--- src/rtl/wdog_pkg.sv ---
package wdog_pkg;
   typedef enum logic {
      LIM_FLOOR = 1'b0,
      LIM_CEIL  = 1'b1
   } lim_dir_e;

   localparam int NUM_LIMITS = 2;

   function automatic int max_int(input int a, input int b);
      return (a > b) ? a : b;
   endfunction
endpackage

--- src/rtl/wdog_limit_cmp.sv ---
module wdog_limit_cmp
   import wdog_pkg::*;
#(
   parameter int DATA_W = 13
) (
   input  logic [DATA_W-1:0] sample,
   input  logic [DATA_W-1:0] limit,
   input  lim_dir_e          dir,
   output logic              trip
);
   logic signed [DATA_W-1:0] s_val;
   logic signed [DATA_W-1:0] l_val;

   always_comb begin
      s_val = sample;
      l_val = limit;
      if (dir == LIM_CEIL) trip = (s_val > l_val);
      else                 trip = (s_val < l_val);
   end
endmodule

--- src/rtl/wdog_sticky_reg.sv ---
module wdog_sticky_reg #(
   parameter int W = 8
) (
   input  logic         clk,
   input  logic         rst_n,
   input  logic [W-1:0] set_i,
   input  logic         clr_i,
   output logic [W-1:0] q
);
   always_ff @(posedge clk or negedge rst_n) begin
      if (!rst_n) q <= '0;
      else        q <= (clr_i ? '0 : q) | set_i;
   end
endmodule

--- src/rtl/wdog_irq_status.sv ---
module wdog_irq_status
   import wdog_pkg::*;
#(
   parameter int DATA_W  = 13,
   parameter int IDX_W   = 3,
   parameter int NUM_SRC = 7,
   localparam int NUM_INSTR = 1 << IDX_W,
   localparam int LIM_W     = 2 * NUM_INSTR,
   localparam int RD_W      = max_int(LIM_W, NUM_SRC)
) (
   input  logic               clk,
   input  logic               rst_n,
   input  logic               res_valid,
   input  logic               res_watch,
   input  logic [DATA_W-1:0]  res_data,
   input  logic [IDX_W-1:0]   instr_idx,
   input  logic [DATA_W-1:0]  lim_a,
   input  logic               lim_a_hi,
   input  logic [DATA_W-1:0]  lim_b,
   input  logic               lim_b_hi,
   input  logic [NUM_SRC-2:0] evt_in,
   input  logic [NUM_SRC-1:0] irq_en,
   input  logic               rd_en,
   input  logic               rd_sel,
   output logic [RD_W-1:0]    rd_data,
   output logic [NUM_SRC-1:0] irq_status,
   output logic [LIM_W-1:0]   lim_status,
   output logic               irq_out
);
   // elaboration-time parameter checks
   if (DATA_W < 2)                 $error("DATA_W must be at least 2");
   if (IDX_W < 1 || IDX_W > 5)     $error("IDX_W must lie in 1..5");
   if (NUM_SRC < 2 || NUM_SRC > 16) $error("NUM_SRC must lie in 2..16");

   logic [DATA_W-1:0]        lim_word [NUM_LIMITS];
   lim_dir_e                 lim_dir  [NUM_LIMITS];
   logic [NUM_LIMITS-1:0]    trip;
   logic                     hit;
   logic [LIM_W-1:0]         lim_set;
   logic [NUM_SRC-1:0]       irq_set;
   logic                     clr_irq;
   logic                     clr_lim;

   assign lim_word[0] = lim_a;
   assign lim_word[1] = lim_b;
   assign lim_dir[0]  = lim_dir_e'(lim_a_hi);
   assign lim_dir[1]  = lim_dir_e'(lim_b_hi);

   for (genvar g = 0; g < NUM_LIMITS; g++) begin : g_cmp
      wdog_limit_cmp #(.DATA_W(DATA_W)) i_cmp (
         .sample (res_data),
         .limit  (lim_word[g]),
         .dir    (lim_dir[g]),
         .trip   (trip[g])
      );
   end

   assign hit = res_valid & res_watch;

   always_comb begin
      lim_set = '0;
      if (hit) lim_set[{instr_idx, 1'b0} +: NUM_LIMITS] = trip;
   end

   assign irq_set[0]         = hit & (|trip);
   assign irq_set[NUM_SRC-1:1] = evt_in;

   assign clr_irq = rd_en & ~rd_sel;
   assign clr_lim = rd_en &  rd_sel;

   wdog_sticky_reg #(.W(NUM_SRC)) i_irq_reg (
      .clk   (clk),
      .rst_n (rst_n),
      .set_i (irq_set),
      .clr_i (clr_irq),
      .q     (irq_status)
   );

   wdog_sticky_reg #(.W(LIM_W)) i_lim_reg (
      .clk   (clk),
      .rst_n (rst_n),
      .set_i (lim_set),
      .clr_i (clr_lim),
      .q     (lim_status)
   );

   always_comb begin
      rd_data = '0;
      if (rd_en) begin
         if (rd_sel) rd_data = RD_W'(lim_status);
         else        rd_data = RD_W'(irq_status);
      end
   end

   assign irq_out = |(irq_status & irq_en);
endmodule

--- config.mk ---
export PLATFORM = sky130hd
export DESIGN_NAME = wdog_irq_status
export DESIGN_NICKNAME = d
export VERILOG_FILES = /design/src/rtl/wdog_pkg.sv /design/src/rtl/wdog_limit_cmp.sv /design/src/rtl/wdog_sticky_reg.sv /design/src/rtl/wdog_irq_status.sv
export SDC_FILE = /design/constraint.sdc
export NUM_CORES = 1
export LEC_CHECK = 0
export ABC_AREA = 1
export ABC_CLOCK_PERIOD_IN_PS = 1200
export BUFFER_PORTS_ARGS = -buffer_cell sky130_fd_sc_hd__buf_2
export CORE_MARGIN = 1
export CORE_UTILIZATION = 45
export DETAILED_ROUTE_END_ITERATION = 7
export GPL_TIMING_DRIVEN = 0
export MAX_ROUTING_LAYER = met4
export PLACE_DENSITY_LB_ADDON = 0.15
export SYNTH_ARGS = -nofsm -noshare
export SYNTH_HDL_FRONTEND = slang
export SYNTH_SLANG_ARGS = --single-unit
--- constraint.sdc ---
create_clock -name clk -period 1.2 [get_ports clk]
set_input_delay 0.12 -clock clk [delete_from_list [all_inputs] [get_ports clk]]
set_output_delay 0.12 -clock clk [all_outputs]
set_load 0.01 [all_outputs]
==> results of run 1 <==
## per-layer routing
| layer | global-route usage, % | vias up | share of wire, % |
|---|---|---|---|
| met5 | - | - | 0 |
| met4 | 9.57 | 0 | 2.0 |
| met3 | 2.36 | 12 | 4.3 |
| met2 | 49.1 | 75 | 56 |
| met1 | 26.6 | 1032 | 38 |
| li1 | - | 1087 | - |
## per-stage QoR
stage	total power (W)	instances	util, %
finish	0.00257	432	85.0
detailed placement	0.00168	418	67.0
global placement	0.00166	418	67.0
global route	0.00272	432	85.0
CTS	0.00239	432	78.9
floorplan	0.00137	266	-
## power by group
group,switching [W],internal (W),total [W]
Clock,0.000232,0.000236,0.000469
Sequential,0.0000324,0.000823,0.000855
Combinational,0.000674,0.000568,0.00124
## cells by family (layout without fill, tap and decap cells)
| group | after synthesis | after routing | share of synthesized area, % |
|---|---|---|---|
| AND/OR/NAND/NOR | 101 | 103 | 24.9 |
| buffers and inverters | 75 | 189 | 14.6 |
| AO/OA/AOI/OAI | 39 | 39 | 12.7 |
| adder cells (fa/ha/maj) | 28 | 28 | 18.1 |
| flip-flops | 23 | 23 | 29.8 |
## path summary, 6_finish.rpt
path | from | endpoint | slack [ps] | cells after the start
worst max-delay path | i_irq_reg.q[3]$_DFF_PN0_ | irq_out | -200 | 4
worst min-delay path | evt_in[0] | i_irq_reg.q[1]$_DFF_PN0_ | 50 | 2
worst max register to register | i_lim_reg.q[6]$_DFF_PN0_ | i_lim_reg.q[6]$_DFF_PN0_ | 440 | 2
worst min register to register | i_lim_reg.q[15]$_DFF_PN0_ | i_lim_reg.q[15]$_DFF_PN0_ | 570 | 2
max in group asynchronous | rst_n | i_lim_reg.q[0]$_DFF_PN0_ | 490 | 2
min in group asynchronous | rst_n | i_lim_reg.q[11]$_DFF_PN0_ | 370 | 2
## layout make-up
class | count | area, µm² | share of cell area, %
plain buffers | 2 | 8.76 | 0.254
clock buffers | 4 | 45.0 | 1.31
inverters | 73 | 299 | 8.67
multi-input cells | 170 | 1780 | 51.5
flip-flops and latches | 23 | 576 | 16.7
well taps | 50 | 62.6 | 1.81
repair buffers | 110 | 682 | 19.8
## flip-flops by register name, indices dropped and copies added (netlist names)
name / count
i_irq_reg.q: 7
i_lim_reg.q: 16
## synthesized netlist by cell type (4+ instances only)
cell type | count | share of area, %
nand2_2 | 4 | 1.3
nand2_1 | 50 | 9.7
nand3_1 | 13 | 3.4
nor2_1 | 17 | 3.3
o22ai_1 | 22 | 7.1
nand3_2 | 4 | 2.1
nand4_1 | 6 | 1.9
dfrtp_1 | 23 | 30
o21bai_1 | 6 | 2.3
a21oi_1 | 8 | 2.1
inv_1 | 71 | 14
ha_1 | 28 | 18
## timing repair
action	CTS	global route
pin swaps	39	33
setup buffers	7	0
gates resized for setup	75	57
cloned	2	0
setup endpoints to repair	24	23
hold buffers	1	0
endpoints found under the hold margin	23	0
## worst reg2reg max path, stage by stage, from the launching register on
cell and delay, ps:
dfrtp_1 400, inv_1 110, o22ai_2 110
==> flow_metrics.tcl, run 1 <==
set metrics [dict create \
    totalWireLength_mm 6.22 \
    synth.avg_cell_area_um2 7.27 \
    fin_skew_ps 0 \
    grt_usage_pct 25.7 \
    dp_hpwl_mm 3.87 \
    p_leak_nw 1.78 \
    grt_pass1_wl_mm 8.68 \
    hold_slack_ps 53.9 \
    synth_edf_count 0 \
    fp-row-count 23 \
    grt_max_degree 24 \
    rsz0062_at_grt "yes" \
    crit_slowest_cell "dfrtp_1" \
    final_cell_area_um2 3450 \
    synthArstFlopShare_pct 100 \
    tightestPinTransition_ps 699 \
    syn-num-nets 357 \
    period_minus_slack_ps 1400 \
    synth_cell_type_count 21 \
    violations "negative setup slack" \
    root_buffer "clkbuf_8" \
    max_slew_margin_pct 53.4 \
    cts_tree "yes" \
    yosys_warnings 0 \
    path_cells "a22o_1, a221oi_2, nand4_1, buf_2" \
    grt_antenna_before_repair 0 \
    finalSetupViolations 18 \
    insertedDiodeCount 0 \
    drt_first_pass_iters 4 \
    hold_path_class "in -> reg" \
    worstPathRequired_ps 1080 \
    viasPerCell 5.11 \
    netlist_area_um2 1930 \
    powerDensity_nw_per_um2 744 \
    clockBufferDepth 2 \
    critPathTopFamily "flip-flops" \
    cp-end-kind "output port" \
    gp_congestion 0.789 \
    cp.arrival_ps 1280 \
    gr-total-overflow 0 \
    die_width_um 67.6 \
    drc_errors 0 \
    clkTransAtPathRegs_ps 80 \
    synth_cells 266 \
    status "finished with violations" \
    maxCapViolations 0 \
    drv_slew 0 \
    path_class "reg -> out" \
    dp_worst_setup_slack_ps -515 \
    ys_ff_latch 23 \
    drive_above_1_share_pct 63.4 \
    clock_sinks 23 \
    vias 2206 \
    fp.coreArea_um2 4060 \
    portBuffers 102 \
    setup_tns_ps -1880 \
    mostFrequentLayoutCells "buf_2, inv_1, dfrtp_1" \
    timing.final.crit_share_pct 117 \
    critPathLaunchType "flip-flop" \
    cp_max_fo 2 \
    area_delta_synth_final_pct 78.3 \
    final_common_cell "buf_2" \
    fp.dieH_um 67.6 \
    worst-path-buf-inv 1 \
    finalWorstSetupSlack_ps -198 \
    htreeDepth 1 \
    grt_pass1_vias 2056 \
    critPathMaxStageDelay_ps 390 \
    ant_nets 0 \
    fill_cells 229 \
    post_drt_wl_per_cell_um 14.4 \
    boundaryPins 103 \
    drtIter0Drc 103 \
    peakVddDrop_v 0.000538 \
    clk_latency_ps 260 \
    die-area_um2 4570 \
    synth_ff_type "dfrtp_1" \
    hold_viol_final 0 \
    dpl_cell_area_um2 2720 \
    ys_seq_area_share_pct 29.8 \
    nNetsFinal 474 \
    max_freq_mhz 715 \
    numCtsBuffers 3 \
    initial_utilization_pct 47.7 \
]
Power figures use the tool's default switching activity.
==> run 2: changes to the inputs <==
SETUP_SLACK_MARGIN = 0.15   (was default)
==> run 2 against run 1 <==
The flow still finishes with violations (negative setup slack). Clock skew stayed put. Final cell count is 2.5% higher. Routed wire length is 0.26% higher. Critical endpoint unchanged. Non-clock buffer count is 11 higher. Via count is 3.6% higher. Largest cell class unchanged. Sequential power is 1% higher. Global-route usage is 0.88 points lower. Hold slack worse by 10 ps. Sequential share of layout area is 0.54 points lower. Register-to-register slack worse by 180 ps. Die area stayed put.
==> flow_metrics.tcl, run 2 (synthesis gave the netlist of run 1 again) <==
set metrics [dict create \
    status "finished with violations" \
    violations "negative setup slack" \
    grt_pass1_vias 2086 \
    finalWorstSetupSlack_ps -218 \
    reg_top3 "i_lim_reg.q: 16 flops, i_irq_reg.q: 7 flops" \
    worst-path-buf-inv 1 \
    nNetsFinal 485 \
    gr-total-overflow 0 \
    largest_reg_flops 16 \
    regMostFlops "i_lim_reg.q" \
    initial_utilization_pct 47.7 \
    final_cell_area_um2 3560 \
    hold_path_depth 2 \
    area_delta_synth_final_pct 84.3 \
    critPathLaunchType "flip-flop" \
    insertedDiodeCount 0 \
    fp.dieH_um 67.6 \
    p_leak_nw 1.83 \
    regArea_um2 576 \
    r2r_cells 4 \
    final_common_cell "buf_2" \
    grt_usage_pct 24.8 \
    timing.final.crit_share_pct 118 \
    max_slew_margin_pct 66.2 \
    grt_antenna_before_repair 0 \
    portBuffers 102 \
    worstPathRequired_ps 1080 \
    totalWireLength_mm 6.23 \
    min_to "i_irq_reg.q[6]$_DFF_PN0_" \
    cp-end-kind "output port" \
    maxCapViolations 0 \
    critPathTopFamily "flip-flops" \
    crit_slowest_cell "dfrtp_1" \
    drt_first_pass_iters 4 \
    setup_tns_ps -1540 \
    hold_slack_ps 43.7 \
    dpl_cell_area_um2 2730 \
    multiInputGateArea_um2 1800 \
    grt_pass1_wl_mm 8.50 \
    cp.arrival_ps 1300 \
    path_cells "a22o_1, a221oi_2, nand4_1, buf_2" \
    hp-start "evt_in[5]" \
    vias 2286 \
    path_class "reg -> out" \
    fp-row-count 23 \
    hold_viol_final 0 \
    fin_skew_ps 0 \
    p_total_w 0.00263 \
    clk_latency_ps 260 \
    rr_startpoint "i_lim_reg.q[2]$_DFF_PN0_" \
    drtIter0Drc 100 \
    ant_nets 0 \
    powerDensity_nw_per_um2 738 \
    cts_tree "yes" \
    cp_max_fo 3 \
    finalSetupViolations 19 \
    post_drt_wl_per_cell_um 14.1 \
    critPathMaxStageDelay_ps 410 \
    die-area_um2 4570 \
    tightestPinTransition_ps 508 \
    regToRegEndpoint "i_lim_reg.q[2]$_DFF_PN0_" \
    rsz0062_at_grt "yes" \
    mostFrequentLayoutCells "buf_2, inv_2, inv_1" \
    hold_path_class "in -> reg" \
    drive_above_1_share_pct 69.5 \
    worst-r2r-setup-slack_ps 260 \
    root_buffer "clkbuf_8" \
    dp_hpwl_mm 3.91 \
    period_minus_slack_ps 1420 \
    fill_cells 221 \
    grt_max_degree 24 \
    clock_sinks 23 \
    drv_slew 0 \
    numCtsBuffers 3 \
    drc_errors 0 \
    die_width_um 67.6 \
    htreeDepth 1 \
    boundaryPins 103 \
    clockBufferDepth 2 \
    gp_congestion 0.809 \
    fp.coreArea_um2 4060 \
    viasPerCell 5.16 \
    clkTransAtPathRegs_ps 80 \
    peakVddDrop_v 0.000423 \
    max_freq_mhz 705 \
]
run 2: changes by cell type in the layout (fill, tap and decap cells not counted), sizes merged:
| cell | delta |
|---|---|
| buf | +11 |
run 2: layer usage:
metal / GRT usage (%) / share of wire [%] / routed length, µm / vias up
met5: - / 0 / 0 / -
met2: 49.6 / 57 / 3580 / 83
li1: - / - / - / 1113
met3: 2.03 / 3.7 / 230 / 18
met4: 6.91 / 2.7 / 166 / 0
met1: 24.9 / 36 / 2250 / 1072
run 2: timing repair:
action | in CTS | in global routing
hold buffers | 1 | 0
buffers inserted | 10 | 8
endpoints found under the hold margin | 23 | 0
resized for setup | 89 | 67
cloned | 2 | 0
setup endpoints to repair | 34 | 37
pin swaps | 34 | 33
run 2: final cells by class:
cell class	instances	share of cell area (%)
Buffer	2	0.351
Clock buffer	4	1.26
Inverter	73	8.32
Multi-Input combinational cell	170	50.6
Sequential cell	23	16.1
Tap cell	50	1.76
Timing Repair Buffer	121	21.6
run 2: metrics by stage:
step,util [%],setup WS (ps),instances
final,87.9,-218,443
after floorplan,-,-137,266
after detailed placement,67.2,-497,418
after CTS,80.6,-200,435
after global routing,87.9,-281,443
after global placement,67.2,-492,418
run 2: power by group:
part	switching, W	internal (W)	total (W)
Combinational	0.000681	0.000593	0.00127
Sequential	0.0000411	0.000823	0.000864
Clock	0.000256	0.000237	0.000493
Total	0.000978	0.00165	0.00263
run 2: worst max-delay path by stage:
| stage | slack, ps | to | from | cells after the start |
|---|---|---|---|---|
| floorplan | -140 | i_irq_reg.q[0]$_DFF_PN0_ | lim_a[12] | 14 |
| global placement | -490 | i_irq_reg.q[0]$_DFF_PN0_ | lim_a[12] | 14 |
| detailed placement | -500 | i_irq_reg.q[0]$_DFF_PN0_ | lim_a[12] | 14 |
| CTS | -200 | irq_out | i_irq_reg.q[3]$_DFF_PN0_ | 4 |
| global route | -280 | i_irq_reg.q[0]$_DFF_PN0_ | res_data[12] | 14 |
| finish | -220 | irq_out | i_irq_reg.q[6]$_DFF_PN0_ | 4 |
run 2: worst register-to-register path: cells and delay by family (launching register included):
family	cells	cell delay, ps
buffers and inverters	3	320
AO/OA/AOI/OAI	1	140
flip-flops	1	400
==> run 3: changes to the inputs <==
ABC_AREA = default   (was 1)
==> run 3 against run 2 <==
Clock-buffer cell count is the same. Highest routed layer unchanged. The flow still finishes with violations (negative setup slack). Largest power group unchanged. Via count shrank 13%. Clock power shrank 1%.
==> flow_metrics.tcl, run 3 <==
set metrics [dict create \
    status "finished with violations" \
    violations "negative setup slack" \
    area_delta_synth_final_pct 65.7 \
    hp-start "evt_in[3]" \
    synthArstFlopShare_pct 100 \
    critPathLaunchType "input pin" \
    wl_met3_um 280 \
    path_class "in -> reg" \
    setup_tns_ps -7070 \
    synth_top_area_cell "dfrtp_1" \
    totalWireLength_mm 5.45 \
    finalWorstSetupSlack_ps -469 \
    synth_cells 197 \
    tightestPinTransition_ps 732 \
    post_drt_wl_per_cell_um 14.6 \
    portBuffers 101 \
    mostFrequentLayoutCells "buf_2, dfrtp_1, buf_6" \
    p_leak_nw 1.63 \
    root_buffer "clkbuf_8" \
    synthMostInstantiatedCell "inv_1" \
    gp_congestion 0.881 \
    initial_utilization_pct 46.8 \
    min_to "i_irq_reg.q[4]$_DFF_PN0_" \
    drtIter0Drc 71 \
    reg_top3 "i_lim_reg.q: 16 flops, i_irq_reg.q: 7 flops" \
    cp_max_fo 9 \
    drc_errors 0 \
    regMostFlops "i_lim_reg.q" \
    clockBufferDepth 2 \
    ant_nets 0 \
    synth_ff_type "dfrtp_1" \
    insertedDiodeCount 0 \
    dp_worst_setup_slack_ps -870 \
    synth_common_cells "inv_1, ha_1, dfrtp_1" \
    boundaryPins 103 \
    period_minus_slack_ps 1670 \
    fp.coreArea_um2 4000 \
    netlist_area_um2 1870 \
    ys_ff_latch 23 \
    peakVddDrop_v 0.000482 \
    viasPerCell 5.37 \
    rr_startpoint "i_irq_reg.q[0]$_DFF_PN0_" \
    max_freq_mhz 599 \
    grt_max_degree 24 \
    nNetsFinal 414 \
    cp-end-kind "flip-flop" \
    dp_hpwl_mm 3.92 \
    route.met2.wl_mm 2.91 \
    multiInputGateArea_um2 1410 \
    clock_sinks 23 \
    die_width_um 66.5 \
    syn-num-nets 288 \
    numCtsBuffers 3 \
    topRoutingLayerUsed "met4" \
    worst-r2r-setup-slack_ps 210 \
    fp.dieH_um 66.5 \
    grt_usage_pct 24.5 \
    clk_latency_ps 260 \
    hold_viol_final 0 \
    drv_slew 0 \
    drt_first_pass_iters 5 \
    cts_tree "yes" \
    powerDensity_nw_per_um2 766 \
    fp-row-count 23 \
    maxCapViolations 0 \
    yosys-top-cells-area "dfrtp_1, ha_1, a32o_1" \
    htreeDepth 1 \
    worstPathRequired_ps 1350 \
    final_util_pct 77.6 \
    synth_top_area_share_pct 30.7 \
    largest_reg_flops 16 \
    hold_path_depth 2 \
    synth_edf_count 0 \
    max_slew_margin_pct 50.9 \
    fill_cells 285 \
    fin_skew_ps 0 \
    rsz0062_at_grt "yes" \
    synth.avg_cell_area_um2 9.51 \
    r2r_cells 2 \
    finalSetupViolations 20 \
    drive_above_1_share_pct 53.1 \
    final_cell_area_um2 3100 \
    synth_cell_type_count 41 \
    dpl_cell_area_um2 2650 \
    hold_slack_ps 32.6 \
    clkTransAtPathRegs_ps 70 \
    regArea_um2 576 \
    vias 1996 \
    grt_antenna_before_repair 0 \
    ys_seq_area_share_pct 30.7 \
    gr-total-overflow 0 \
    final_common_cell "buf_2" \
    regToRegEndpoint "i_irq_reg.q[0]$_DFF_PN0_" \
    yosys_warnings 0 \
    met1_length_mm 2.18 \
    die-area_um2 4420 \
    hold_path_class "in -> reg" \
    timing.final.crit_share_pct 139 \
    grt_pass1_wl_mm 7.94 \
    cp.arrival_ps 1820 \
    grt_pass1_vias 1790 \
]
-- run 3: cell count changes after synthesis, sizes merged, moves of 5 or more --
cell,delta
nor2,-15
a21o,+7
nand2,-49
o22ai,-22
a32o,+12
nand3,-11
inv,-42
nor2b,+8
o21bai,-5
and3,+9
mux2i,+8
-- run 3: metrics by stage --
step	instances	total power [W]
finish	372	0.00238
detailed placement	348	0.00168
CTS	367	0.00231
global placement	348	0.00166
floorplan	197	0.00135
global route	372	0.00252
-- run 3: cell families after synthesis --
kind of cell               Yosys count  share of synthesized area, %
adders and majority gates           28                          18.7
AOI/OAI and AO/OA                   49                          22.0
muxes                                8                          4.48
buffers and inverters               35                          7.01
and+or+nand+nor                     53                          16.6
DFF                                 23                          30.7
xor gates and xnor gates             1                         0.468
-- run 3: layer usage --
metal	up-vias	GRT usage, %
li1	974	-
met1	937	28.9
met2	78	43.4
met3	7	3.60
met4	0	6.65
met5	-	-
-- run 3: worst max-delay path: stages --
cell and delay, ps:
buf_8 110, ha_4 240, and4_4 210, a31oi_4 170, o21ai_2 80, a211oi_2 310, mux2i_4 120, buf_12 160
a221o_1 310
-- run 3: how the worst max path moves through the flow --
stage / from / to / depth (start not counted)
after global placement: lim_a[9] / i_lim_reg.q[14]$_DFF_PN0_ / 9
final: res_data[12] / i_irq_reg.q[0]$_DFF_PN0_ / 9
after detailed placement: lim_a[9] / i_lim_reg.q[10]$_DFF_PN0_ / 9
after floorplan: lim_b[12] / i_lim_reg.q[3]$_DFF_PN0_ / 8
after CTS: lim_b[12] / i_lim_reg.q[9]$_DFF_PN0_ / 9
after global routing: res_data[12] / i_irq_reg.q[0]$_DFF_PN0_ / 9
-- run 3: cell type report --
type,instances,area share (%)
buffer,4,0.685
clock buffer,4,1.45
inverter,31,5.12
multi-input combinational,139,45.5
sequential,23,18.5
tap,50,2.02
timing repair buffer,121,26.7
-- run 3: timing repair --
action | in CTS | in global routing
buffers inserted | 14 | 5
resized for setup | 31 | 24
endpoints found under the setup margin | 34 | 40
hold buffers | 1 | 0
endpoints found under the hold margin | 23 | 0
pin swaps | 14 | 14
-- run 3: power breakdown --
part	leakage [nW]	total, W	switching, W	internal (W)
logic	1.31	0.00102	0.000485	0.000534
registers	0.292	0.000872	0.0000457	0.000826
clock network	0.0228	0.000486	0.000248	0.000237
total	1.63	0.00238	0.000779	0.00160
